===== src/rtl/altsk_pkg.sv =====
package altsk_pkg;

    localparam int DATA_W = 16;
    localparam int N_TESTS = 4;

    typedef enum logic [1:0] {
        ALT_KEEP  = 2'd0,
        ALT_CLEAR = 2'd1,
        ALT_FLIP  = 2'd2,
        ALT_FILL  = 2'd3
    } alter_e;

    typedef struct packed {
        logic ez;
        logic sign;
        logic lsb;
        logic zero;
        logic rev;
    } test_sel_t;

    // Apply an alter code to a single flag bit.
    function automatic logic alter_bit(input alter_e op, input logic v);
        logic r;
        case (op)
            ALT_CLEAR: r = 1'b0;
            ALT_FLIP:  r = ~v;
            ALT_FILL:  r = 1'b1;
            default:   r = v;
        endcase
        return r;
    endfunction

    // Fold the test condition vector into a skip decision.
    function automatic logic fold_skip(input logic [N_TESTS-1:0] hit, input logic rev);
        logic any_hit;
        any_hit = |hit;
        return rev ? ~any_hit : any_hit;
    endfunction

endpackage


===== src/rtl/altsk_acc_path.sv =====
module altsk_acc_path
    import altsk_pkg::*;
#(
    parameter int W = DATA_W
) (
    input  logic [W-1:0] acc_in,
    input  alter_e       op,
    input  logic         inc,
    output logic [W-1:0] acc_mid,
    output logic [W-1:0] acc_fin
);

    localparam logic [W-1:0] ONE_W = {{(W-1){1'b0}}, 1'b1};

    // Stage one: accumulator alter, applied bit by bit.
    for (genvar i = 0; i < W; i++) begin : g_alter
        assign acc_mid[i] = alter_bit(op, acc_in[i]);
    end

    // Stage two: optional increment, wrapping at the word width.
    always_comb begin
        acc_fin = acc_mid;
        if (inc) begin
            acc_fin = acc_mid + ONE_W;
        end
    end

endmodule


===== src/rtl/altsk_e_path.sv =====
module altsk_e_path
    import altsk_pkg::*;
(
    input  logic   e_in,
    input  alter_e op,
    output logic   e_was_zero,
    output logic   e_fin
);

    // The extend test sees the flag before the alter.
    assign e_was_zero = ~e_in;
    assign e_fin      = alter_bit(op, e_in);

endmodule


===== src/rtl/altsk_skip_eval.sv =====
module altsk_skip_eval
    import altsk_pkg::*;
#(
    parameter int W = DATA_W
) (
    input  test_sel_t    sel,
    input  logic         e_was_zero,
    input  logic [W-1:0] acc_mid,
    input  logic [W-1:0] acc_fin,
    output logic         skip
);

    localparam int IDX_EZ   = 0;
    localparam int IDX_SIGN = 1;
    localparam int IDX_LSB  = 2;
    localparam int IDX_ZERO = 3;

    logic [N_TESTS-1:0] cond;
    logic [N_TESTS-1:0] enable;
    logic [N_TESTS-1:0] hit;

    // Each condition is taken at its own place in the chain.
    assign cond[IDX_EZ]   = e_was_zero;
    assign cond[IDX_SIGN] = ~acc_mid[W-1];
    assign cond[IDX_LSB]  = ~acc_mid[0];
    assign cond[IDX_ZERO] = (acc_fin == '0);

    assign enable[IDX_EZ]   = sel.ez;
    assign enable[IDX_SIGN] = sel.sign;
    assign enable[IDX_LSB]  = sel.lsb;
    assign enable[IDX_ZERO] = sel.zero;

    for (genvar t = 0; t < N_TESTS; t++) begin : g_hit
        assign hit[t] = enable[t] & cond[t];
    end

    // Reverse: skip only when no selected test holds (an empty set skips).
    assign skip = fold_skip(hit, sel.rev);

endmodule


===== src/rtl/altsk_unit.sv =====
module altsk_unit
    import altsk_pkg::*;
#(
    parameter int W = DATA_W
) (
    input  logic         clk,
    input  logic         rst,
    input  logic         exec,
    input  logic [W-1:0] acc_in,
    input  logic         e_in,
    input  logic [1:0]   acc_op,
    input  logic [1:0]   e_op,
    input  logic         tst_ez,
    input  logic         tst_sign,
    input  logic         tst_lsb,
    input  logic         do_inc,
    input  logic         tst_zero,
    input  logic         rev_skip,
    output logic [W-1:0] acc_out,
    output logic         e_out,
    output logic         skip_out
);

    alter_e    acc_alt;
    alter_e    e_alt;
    test_sel_t sel;
    logic [W-1:0] acc_mid;
    logic [W-1:0] acc_fin;
    logic         e_was_zero;
    logic         e_fin;
    logic         skip_c;

    assign acc_alt = alter_e'(acc_op);
    assign e_alt   = alter_e'(e_op);
    assign sel     = '{ez: tst_ez, sign: tst_sign, lsb: tst_lsb,
                       zero: tst_zero, rev: rev_skip};

    altsk_acc_path #(.W(W)) u_acc (
        .acc_in  (acc_in),
        .op      (acc_alt),
        .inc     (do_inc),
        .acc_mid (acc_mid),
        .acc_fin (acc_fin)
    );

    altsk_e_path u_e (
        .e_in       (e_in),
        .op         (e_alt),
        .e_was_zero (e_was_zero),
        .e_fin      (e_fin)
    );

    altsk_skip_eval #(.W(W)) u_skip (
        .sel        (sel),
        .e_was_zero (e_was_zero),
        .acc_mid    (acc_mid),
        .acc_fin    (acc_fin),
        .skip       (skip_c)
    );

    always_ff @(posedge clk) begin
        if (rst) begin
            acc_out  <= '0;
            e_out    <= 1'b0;
            skip_out <= 1'b0;
        end else if (exec) begin
            acc_out  <= acc_fin;
            e_out    <= e_fin;
            skip_out <= skip_c;
        end
    end

    logic no_test;
    assign no_test = ~(tst_ez | tst_sign | tst_lsb | tst_zero);

    AST_HOLD_IDLE: assert property (@(posedge clk) disable iff (rst)
        !exec |=> ($stable(acc_out) && $stable(e_out) && $stable(skip_out)));

    AST_E_CLEAR: assert property (@(posedge clk) disable iff (rst)
        (exec && e_op == 2'd1) |=> !e_out);

    AST_E_SET: assert property (@(posedge clk) disable iff (rst)
        (exec && e_op == 2'd3) |=> e_out);

    AST_INC_WRAP: assert property (@(posedge clk) disable iff (rst)
        (exec && acc_op == 2'd0 && do_inc && acc_in == '1) |=> (acc_out == '0));

    AST_ZERO_SKIPS: assert property (@(posedge clk) disable iff (rst)
        (exec && tst_zero && !rev_skip) |=> (acc_out != '0 || skip_out));

    AST_QUIET_NO_SKIP: assert property (@(posedge clk) disable iff (rst)
        (exec && no_test && !rev_skip) |=> !skip_out);

    AST_REV_ALONE: assert property (@(posedge clk) disable iff (rst)
        (exec && no_test && rev_skip) |=> skip_out);

endmodule


===== config.mk =====
export PLATFORM = sky130hd
export DESIGN_NAME = altsk_unit
export DESIGN_NICKNAME = d
export VERILOG_FILES = /design/src/rtl/altsk_pkg.sv /design/src/rtl/altsk_acc_path.sv /design/src/rtl/altsk_e_path.sv /design/src/rtl/altsk_skip_eval.sv /design/src/rtl/altsk_unit.sv
export SDC_FILE = /design/constraint.sdc
export NUM_CORES = 1
export LEC_CHECK = 0
export ABC_CLOCK_PERIOD_IN_PS = 6400
export BUFFER_PORTS_ARGS = -buffer_cell sky130_fd_sc_hd__buf_2
export CORE_MARGIN = 4
export CORE_UTILIZATION = 45
export CTS_CLUSTER_DIAMETER = 80
export DETAILED_ROUTE_END_ITERATION = 10
export GPL_ROUTABILITY_DRIVEN = 1
export GPL_TIMING_DRIVEN = 0
export HOLD_SLACK_MARGIN = 0.02
export PLACE_DENSITY = 0.7
export SLEW_MARGIN = 20
export SYNTH_ARGS = -nofsm -noshare
export SYNTH_HDL_FRONTEND = slang
export SYNTH_SLANG_ARGS = --single-unit

===== constraint.sdc =====
create_clock -name clk -period 6.4 [get_ports clk]
set_input_delay 0.32 -clock clk [delete_from_list [all_inputs] [get_ports clk]]
set_output_delay 0.32 -clock clk [all_outputs]
set_load 0.05 [all_outputs]

==> results of run 1 <==
==> layout by cell type, fill, tap and decap left out, types with 6 or more instances in the layout <==
cell type / Yosys / final
sky130_fd_sc_hd__clkbuf_1: 14 / 14
sky130_fd_sc_hd__nand3_1: 12 / 12
sky130_fd_sc_hd__xnor2_1: 11 / 11
sky130_fd_sc_hd__mux2i_1: 11 / 11
sky130_fd_sc_hd__nor2_1: 21 / 21
sky130_fd_sc_hd__a211oi_1: 11 / 11
sky130_fd_sc_hd__dfxtp_1: 18 / 18
sky130_fd_sc_hd__nor2b_1: 9 / 9
sky130_fd_sc_hd__buf_2: 3 / 46
sky130_fd_sc_hd__nand2_1: 12 / 12
sky130_fd_sc_hd__a21oi_1: 10 / 10
sky130_fd_sc_hd__a31oi_1: 6 / 6
sky130_fd_sc_hd__o21ai_0: 12 / 12
sky130_fd_sc_hd__inv_1: 11 / 11
==> through the flow <==
step	instance area (µm²)	std cells	hold WS, ns	utilization	setup slack [ns]
after CTS	2080	330	0.354	0.560	2.66
after global placement	2030	326	0.458	0.545	2.42
after global routing	2080	330	0.359	0.560	2.39
after floorplan	1750	235	0.526	-	3.05
final	2080	330	0.353	0.560	2.60
after detailed placement	2030	326	0.460	0.545	2.41
==> worst paths after layout <==
path	from	end	slack, ns	cells past startpoint
worst min-delay path	e_op[1]	e_out	0.35	3
worst min register to register	acc_out[1]	acc_out[1]	0.47	2
worst max-delay path	acc_op[1]	skip_out	2.60	14
worst max register to register	skip_out	skip_out	5.48	3
==> logic make-up after synthesis <==
family          count (synthesis)  synth area share
compound gates                 79             0.332
flops                          18             0.206
buf+inv                        31            0.0729
fa+ha+maj                       1           0.00715
xor+xnor                       12            0.0600
simple gates                   83             0.259
mux                            11            0.0629
==> sequential cells by signal (all words and copies together) (netlist names) <==
signal	count
skip_out	1
acc_out	16
e_out	1
==> layer usage <==
metal | part of all wire | vias to the layer above | track usage
li1 | - | 979 | -
met1 | 0.46 | 938 | 0.268
met2 | 0.46 | 67 | 0.315
met3 | 0.061 | 8 | 0.0345
met4 | 0.015 | 0 | 0.0489
met5 | 0 | - | 0
==> final cells by class <==
cell class | count | area, µm²
Inverter | 11 | 41.3
Fill cell | 388 | 1640
Buffer | 20 | 86.3
Sequential cell | 18 | 360
Tap cell | 48 | 60.1
Timing Repair Buffer | 43 | 215
Multi-Input combinational cell | 186 | 1260
Clock buffer | 4 | 55.1
==> power by group <==
part           total, mW  internal [mW]  leakage (nW)  switching (mW)
Clock             0.0940         0.0547        0.0288          0.0392
Sequential         0.125          0.121         0.149         0.00408
Combinational      0.145         0.0485         0.668          0.0969
==> worst register-to-register path: cells and delay by family, from the launching register on <==
kind	cells	cell delay, ns
compound gates	1	0.07
buf+inv	1	0.05
flops	1	0.31
simple gates	1	0.37
==> flow_summary.yaml, run 1 <==
run_status:
  outcome: "complete, no violations"
timing:
  post-route-period-util: 0.594
  timing.final.hold_violations: 0
  setup_violations_final: 0
  finalWorstPathRequiredPeriod_ns: 3.80
  setup_repair_after_global_routing_missed_its_margin: "false"
  slew_limit_headroom: 0.496
  worst_slew_pin_slew_ns: 0.747
  finalMaxSlewViolations: 0
  total_negative_slack_for_setup_checks_ns: 0
  fin_skew_ns: 0
  fmax_achieved_ghz: 0.263
global_routing:
  number_of_antenna_violations_at_the_first_check_in_global_routing: 0
  grt_start_max_net_pins: 11
  overflow: 0
  grt_pass1_vias: 1657
  track_usage: 0.196
  grt_pass1_wl_um: 7980
setup_path:
  largest_driver_fanout_on_the_critical_path: 10
  critical_path.n_buffers_inverters: 4
  cp-start-kind: "input pin"
  end_kind: "flop"
  largest_stage_delay_on_the_critical_path_ns: 0.54
  criticalPathCategory: "input pin to flop"
  critical_path_required_ns: 6.54
  timing.critical_path.max_delay_family: "buffers and inverters"
  worstPathCellList: "buf_4 > clkbuf_1 > clkbuf_1 > xnor2_1 > inv_1 > ha_1 > and3_2 > nand3_1 > a221oi_1 > mux2i_1 > a31oi_1 > nand3_1 > o31ai_1 > or3b_1"
  cpMaxStageDelayCell: "sky130_fd_sc_hd__a221oi_1"
  cp_data_arrival_time_ns: 3.94
route:
  detailedRoute.firstIterationViolations: 116
  routed-via-count: 1992
  routed_wirelength_um: 5030
  route.detailed.vias_per_inst: 6.04
  wl_per_cell_um: 15.2
  antenna_violating_nets_post_route: 0
  firstDrtPassIters: 4
  remaining_drc_errors: 0
synth:
  mappedNetlistNets: 266
  post-synth-top-area-fraction: 0.206
  post_synth_num_cell_types: 63
  ys_warn_count: 0
  ys_ff_latch: 18
  synth.most_common_cell: "sky130_fd_sc_hd__nor2_1"
  synthArstFlopShare: 0
  synth_largest_area_cell: "sky130_fd_sc_hd__dfxtp_1"
  synth_flop_cell: "sky130_fd_sc_hd__dfxtp_1"
  avgSynthCellArea_um2: 7.45
  syn-instance-count: 235
  ys_top_cells_by_area: "sky130_fd_sc_hd__dfxtp_1 21%, sky130_fd_sc_hd__mux2i_1 6.3%, sky130_fd_sc_hd__xnor2_1 5.5%"
  synth-seq-area-share: 0.206
  synthesis.area_mm2: 0.00175
  synth_common_cells: "21 x sky130_fd_sc_hd__nor2_1, 18 x sky130_fd_sc_hd__dfxtp_1, 14 x sky130_fd_sc_hd__clkbuf_1"
  number_of_enable_flip_flop_cells_after_synthesis: 0
floorplanning:
  placement_row_count: 22
  die_y_um: 70.4
  core_region_area_mm2: 0.00372
  fp.dieArea_mm2: 0.00495
  chipWidth_um: 70.4
  initial_utilization: 0.471
  top_level_ports: 48
clock_tree:
  clock_path_buffers: 2
  cts_hold_buf: 0
  clk_slew_on_worst_s_h_paths_ns: 0.07
  clockRootBuffer: "sky130_fd_sc_hd__clkbuf_8"
  cts_sinks: 18
  clock_latency_ns: 0.26
  ctsResizeCount: 0
  cts-htree-levels: 1
  tritoncts: "done"
  cts_buffers: 3
  post_cts_buffers: 0
placed_design:
  finalWeightedCongestion: 0.879
  portBuffers: 43
  dp_hpwl_um: 3940
final_layout:
  insertedDiodeCount: 0
  drive_gt1_frac: 0.227
  areaGrowthSynthToFinish_pct: 18.9
  fin_nets: 314
worst_hold_path:
  hold_path.class: "input pin to flop"
pwr:
  peakVddDrop_v: 0.0000727
  finalPower_mw: 0.365
  power_density_mw_per_mm2: 175
  power.static_leakage_nw: 0.846
flow_run:
  max_capacitance_violation_count: 0
(Power assumes the default switching activity.)
==> run 2: changes to the inputs <==
- ABC_CLOCK_PERIOD_IN_PS: 6400 -> 3850
- clock period: 6.4 -> 3.85 ns (I/O delays scaled with it)
==> run 2 against run 1 <==
Flip-flop and latch count stayed put. Final cell count stayed put. Combinational power is 67% higher. Clock power is 66% higher. Critical endpoint unchanged. First-iteration DRC count is 5.2% higher. Critical path depth stayed put. Via count is 0.70% lower. Register-to-register slack worse by 2.6 ns. Total power is 66% higher. Clock skew stayed put. Cell area hardly changed. Count of clock-buffer cells in the layout stayed put.
==> flow_summary.yaml, run 2 (synthesized netlist as in run 1, its figures left out) <==
timing:
  finalWorstPathRequiredPeriod_ns: 3.50
  setup_repair_after_global_routing_missed_its_margin: "false"
  post_route_setup_slack_ns: 0.351
  total_negative_slack_for_setup_checks_ns: 0
  slew_limit_headroom: 0.494
  fin_hold_ws_ns: 0.226
  timing.final.hold_violations: 0
  setup_violations_final: 0
  worst_slew_pin_slew_ns: 0.749
  finalMaxSlewViolations: 0
  post-route-period-util: 0.909
  fin_skew_ns: 0
  fmax_achieved_ghz: 0.286
setup_path:
  largest_driver_fanout_on_the_critical_path: 10
  end_kind: "flop"
  worst-path-stages: 14
  critical_path.n_buffers_inverters: 3
  worstPathCellList: "buf_2 > buf_2 > clkbuf_1 > nand2b_1 > xnor2_1 > ha_1 > and3_2 > nand3_1 > a221oi_1 > mux2i_1 > a31oi_1 > nand3_1 > o31ai_1 > or3b_1"
  cp_data_arrival_time_ns: 3.64
  cpMaxStageDelayCell: "sky130_fd_sc_hd__a221oi_1"
  criticalPathCategory: "input pin to flop"
  timing.critical_path.max_delay_family: "simple AND/OR/NAND/NOR gates"
  r2r.worst_path.cells: 3
  largest_stage_delay_on_the_critical_path_ns: 0.53
  cp-start-kind: "input pin"
  critical_path_required_ns: 3.99
placed_design:
  placedCellCount: 326
  dp_worst_setup_slack_ns: -0.0107
  placed_area_mm2: 0.00203
  dp_hpwl_um: 3940
  finalWeightedCongestion: 0.879
  portBuffers: 43
pwr:
  netSwitchingPower_mw: 0.233
  peakVddDrop_v: 0.000121
  power.combinational.fraction: 0.399
  power.static_leakage_nw: 0.849
  cell_internal_pwr_mw: 0.373
  power.switching_fraction: 0.385
  seq_power_share: 0.343
  power.share.clock: 0.258
  power_density_mw_per_mm2: 291
final_layout:
  drive_gt1_frac: 0.230
  insertedDiodeCount: 0
  register_name_with_the_most_flops: "acc_out"
  most-common-layout-cells: "46 x sky130_fd_sc_hd__buf_2, 21 x sky130_fd_sc_hd__nor2_1, 18 x sky130_fd_sc_hd__dfxtp_1, 13 x sky130_fd_sc_hd__clkbuf_1"
  largest_register_ff_count: 16
  instances_no_fill: 330
  filler_cell_count: 387
  layout.cells.most_common: "sky130_fd_sc_hd__buf_2"
  areaGrowthSynthToFinish_pct: 18.9
  fin_nets: 314
  leading_registers_by_flop_count: "acc_out: 16 flops, e_out: 1 flops, skip_out: 1 flops"
  finalInstanceArea_mm2: 0.00208
clock_tree:
  cts-htree-levels: 1
  cts_hold_buf: 0
  cts_sinks: 18
  clockRootBuffer: "sky130_fd_sc_hd__clkbuf_8"
  clock_latency_ns: 0.26
  cts_buffers: 3
  clock_path_buffers: 2
  tritoncts: "done"
  clk_slew_on_worst_s_h_paths_ns: 0.07
global_routing:
  grt_pass1_wl_um: 7980
  grt_pass1_vias: 1657
  number_of_antenna_violations_at_the_first_check_in_global_routing: 0
  grt_start_max_net_pins: 11
  overflow: 0
  track_usage: 0.196
route:
  firstDrtPassIters: 4
  route.detailed.vias_per_inst: 5.99
  detailedRoute.firstIterationViolations: 122
  routed_wirelength_um: 5030
  remaining_drc_errors: 0
  antenna_violating_nets_post_route: 0
  wl_per_cell_um: 15.2
  routed-via-count: 1978
worst_hold_path:
  hold_path.class: "input pin to flop"
  hold_path_depth: 3
floorplanning:
  initial_utilization: 0.471
  fp.dieArea_mm2: 0.00495
  die_y_um: 70.4
  top_level_ports: 48
  chipWidth_um: 70.4
  placement_row_count: 22
  core_region_area_mm2: 0.00372
flow_run:
  max_capacitance_violation_count: 0
run_status:
  outcome: "complete, no violations"
## run 2: cell counts in the layout (fill, tap and decap cells not counted)
No cell type changed its count.
## run 2: layout make-up
type | count | area (µm²) | area share
buffer | 20 | 87.6 | 0.0421
clock buffer | 4 | 55.1 | 0.0264
inverter | 11 | 41.3 | 0.0198
multi-input combinational | 186 | 1260 | 0.606
sequential | 18 | 360 | 0.173
tap | 48 | 60.1 | 0.0288
timing repair buffer | 43 | 215 | 0.103
## run 2: worst paths after layout
| check | startpoint | slack [ns] | to |
|---|---|---|---|
| worst max-delay path | acc_op[0] | 0.35 | skip_out |
| worst min register to register | acc_out[1] | 0.47 | acc_out[1] |
| worst min-delay path | e_op[1] | 0.23 | e_out |
| worst max register to register | skip_out | 2.93 | skip_out |
## run 2: per-stage QoR
step / power, mW / util
after floorplan: 0.387 / -
after global placement: 0.450 / 0.545
after detailed placement: 0.453 / 0.545
after CTS: 0.607 / 0.560
after global routing: 0.641 / 0.560
final: 0.606 / 0.560
## run 2: per-layer routing
layer,GRT usage,vias to the layer above,share of wire
met4,0.0489,0,0.011
met3,0.0345,6,0.071
met5,0,-,0
li1,-,980,-
met2,0.315,68,0.46
met1,0.268,924,0.45
## run 2: worst register-to-register path, stage by stage, from the launching register on
cell and delay, ns:
sky130_fd_sc_hd__dfxtp_1 0.31, sky130_fd_sc_hd__inv_1 0.05, sky130_fd_sc_hd__o32ai_1 0.07, sky130_fd_sc_hd__or3b_1 0.37
## run 2: repair_timing
action / in CTS / in global routing
endpoints found under the setup margin: 0 / 1
resized for setup: 0 / 2
buffers inserted: 0 / 0
## run 2: power groups by stage
stage          combinational [mW]  clock [mW]  sequential [mW]
6_report                    0.242       0.156            0.208
5_1_grt                     0.261       0.170            0.210
4_1_cts                     0.241       0.158            0.208
3_5_place_dp                0.240           0            0.212
3_3_place_gp                0.238           0            0.212
2_1_floorplan               0.122           0            0.266
==> run 3: changes to the inputs <==
- GPL_ROUTABILITY_DRIVEN: 1 -> 0
- PLACE_DENSITY: 0.7 -> 0.72
- SYNTH_HIERARCHICAL: default -> 1
==> run 3 against run 2 <==
Count of clock-buffer cells in the layout unchanged. Via count down 27%. Non-clock buffer count down 10. Maximum frequency up 35%. Register-to-register slack better by 0.31 ns. Critical path depth up 2. Global-route usage down 1.7 points. Routed wire length down 30%. Utilization up 2.3 points.
==> flow_summary.yaml, run 3 <==
route:
  routed_wirelength_um: 3530
  detailedRoute.firstIterationViolations: 59
  route.detailed.vias_per_inst: 5.11
  antenna_violating_nets_post_route: 0
  firstDrtPassIters: 4
  remaining_drc_errors: 0
  routed-via-count: 1435
  wl_per_cell_um: 12.6
pwr:
  finalPower_mw: 0.561
  power.static_leakage_nw: 0.854
  power_density_mw_per_mm2: 305
  peakVddDrop_v: 0.000191
clock_tree:
  cts_sinks: 18
  clock_path_buffers: 2
  clockRootBuffer: "sky130_fd_sc_hd__clkbuf_4"
  cts-htree-levels: 1
  post_cts_buffers: 0
  tritoncts: "done"
  cts_hold_buf: 0
  clk_slew_on_worst_s_h_paths_ns: 0.12
  ctsResizeCount: 0
  cts_buffers: 3
  clock_latency_ns: 0.31
timing:
  post-route-period-util: 0.671
  fmax_achieved_ghz: 0.387
  slew_limit_headroom: 0.676
  finalWorstPathRequiredPeriod_ns: 2.58
  total_negative_slack_for_setup_checks_ns: 0
  worst_slew_pin_slew_ns: 0.481
  fin_skew_ns: 0
  timing.final.hold_violations: 0
  finalMaxSlewViolations: 0
  setup_violations_final: 0
  setup_repair_after_global_routing_missed_its_margin: "false"
global_routing:
  grt_pass1_vias: 1455
  grt_start_max_net_pins: 11
  number_of_antenna_violations_at_the_first_check_in_global_routing: 0
  overflow: 0
  track_usage: 0.178
  grt_pass1_wl_um: 6130
placed_design:
  placedCellCount: 277
  dp_hpwl_um: 2860
  portBuffers: 43
  placed_area_mm2: 0.00180
setup_path:
  r2r.worst_path.cells: 2
  criticalPathCategory: "input pin to flop"
  worst_reg_to_reg_setup_slack_ns: 3.24
  cp-start-kind: "input pin"
  critical_path_required_ns: 4.06
  worst_r2r_startpoint: "acc_out[10]"
  launch_point_of_the_critical_path: "acc_op[0]"
  cp_endpoint: "skip_out"
  worst_r2r_endpoint: "acc_out[10]"
  largest_driver_fanout_on_the_critical_path: 10
  cp_data_arrival_time_ns: 2.79
  end_kind: "flop"
floorplanning:
  chipWidth_um: 66.4
  core_region_area_mm2: 0.00315
  die_y_um: 66.4
  fp.dieArea_mm2: 0.00440
  initial_utilization: 0.486
  placement_row_count: 20
  top_level_ports: 48
final_layout:
  drive_gt1_frac: 0.287
  fin_nets: 269
  most-common-layout-cells: "46 x sky130_fd_sc_hd__buf_2, 26 x sky130_fd_sc_hd__xnor2_1, 22 x sky130_fd_sc_hd__nor2_1, 18 x sky130_fd_sc_hd__mux2i_1, 18 x sky130_fd_sc_hd__dfxtp_1"
  layout.cells.most_common: "sky130_fd_sc_hd__buf_2"
  instances_no_fill: 281
  finalInstanceArea_mm2: 0.00184
  leading_registers_by_flop_count: "acc_out: 16 flops, e_out: 1 flops, skip_out: 1 flops"
  insertedDiodeCount: 0
  filler_cell_count: 330
  largest_register_ff_count: 16
  register_name_with_the_most_flops: "acc_out"
  multi_input_area_mm2: 0.00104
  sequential_cell_area_um2: 360
  areaGrowthSynthToFinish_pct: 20.0
synth:
  avgSynthCellArea_um2: 8.07
  ys_warn_count: 6
  mappedNetlistNets: 221
  syn-instance-count: 190
  synthesis.area_mm2: 0.00153
flow_run:
  max_capacitance_violation_count: 0
worst_hold_path:
  hold_path.class: "input pin to flop"
run_status:
  outcome: "complete, no violations"
run 3: cell type report:
| type | instances | area share |
|---|---|---|
| Buffer | 10 | 0.0442 |
| Clock buffer | 4 | 0.0197 |
| Sequential cell | 18 | 0.196 |
| Inverter | 14 | 0.0286 |
| Multi-Input combinational cell | 148 | 0.565 |
| Timing Repair Buffer | 43 | 0.117 |
| Tap cell | 44 | 0.0299 |
run 3: where the power goes:
| part | total, mW | switching (mW) | leakage [nW] | internal, mW |
|---|---|---|---|---|
| registers | 0.209 | 0.00700 | 0.149 | 0.202 |
| logic | 0.230 | 0.148 | 0.684 | 0.0823 |
| clock network | 0.121 | 0.0637 | 0.0210 | 0.0577 |
| total | 0.561 | 0.218 | 0.854 | 0.342 |
run 3: worst min-delay path by stage:
| stage | start | slack, ns | cells after the start | to |
|---|---|---|---|---|
| after CTS | rst | 0.17 | 2 | acc_out[15] |
| after floorplan | e_op[1] | 0.44 | 3 | e_out |
| after global routing | rst | 0.18 | 2 | e_out |
| final | rst | 0.16 | 2 | acc_out[15] |
| after global placement | acc_out[12] | 0.47 | 2 | acc_out[12] |
| after detailed placement | acc_out[11] | 0.48 | 2 | acc_out[11] |
run 3: worst max-delay path, cell delays in order:
cell	delay, ns
sky130_fd_sc_hd__buf_2	0.18
sky130_fd_sc_hd__clkbuf_1	0.32
sky130_fd_sc_hd__o21ai_0	0.15
sky130_fd_sc_hd__nand2_1	0.12
sky130_fd_sc_hd__ha_1	0.18
sky130_fd_sc_hd__nand2_1	0.16
sky130_fd_sc_hd__o21a_1	0.21
sky130_fd_sc_hd__o221ai_1	0.15
sky130_fd_sc_hd__o21ai_0	0.10
sky130_fd_sc_hd__o21ai_0	0.41
sky130_fd_sc_hd__nor4b_2	0.12
sky130_fd_sc_hd__nand4_1	0.10
sky130_fd_sc_hd__o21ai_1	0.07
sky130_fd_sc_hd__xor2_1	0.16
sky130_fd_sc_hd__mux2i_1	0.13
sky130_fd_sc_hd__nor2_1	0.05
run 3: metrics by stage:
| step | setup slack (ns) | utilization | hold slack (ns) |
|---|---|---|---|
| 6_report | 1.27 | 0.583 | 0.161 |
| 5_1_grt | 1.02 | 0.583 | 0.176 |
| 4_1_cts | 1.26 | 0.583 | 0.169 |
| 3_5_place_dp | 0.949 | 0.572 | 0.476 |
| 3_3_place_gp | 0.954 | 0.572 | 0.469 |
| 2_1_floorplan | 1.40 | - | 0.444 |
run 3: layer usage:
metal,GRT usage,vias to the layer above,wire [µm],share of wire
met5,0,-,0,0
met2,0.309,39,1710,0.48
met1,0.213,653,1580,0.45
met3,0.0493,6,199,0.056
met4,0.0508,0,40,0.011
li1,-,737,-,-
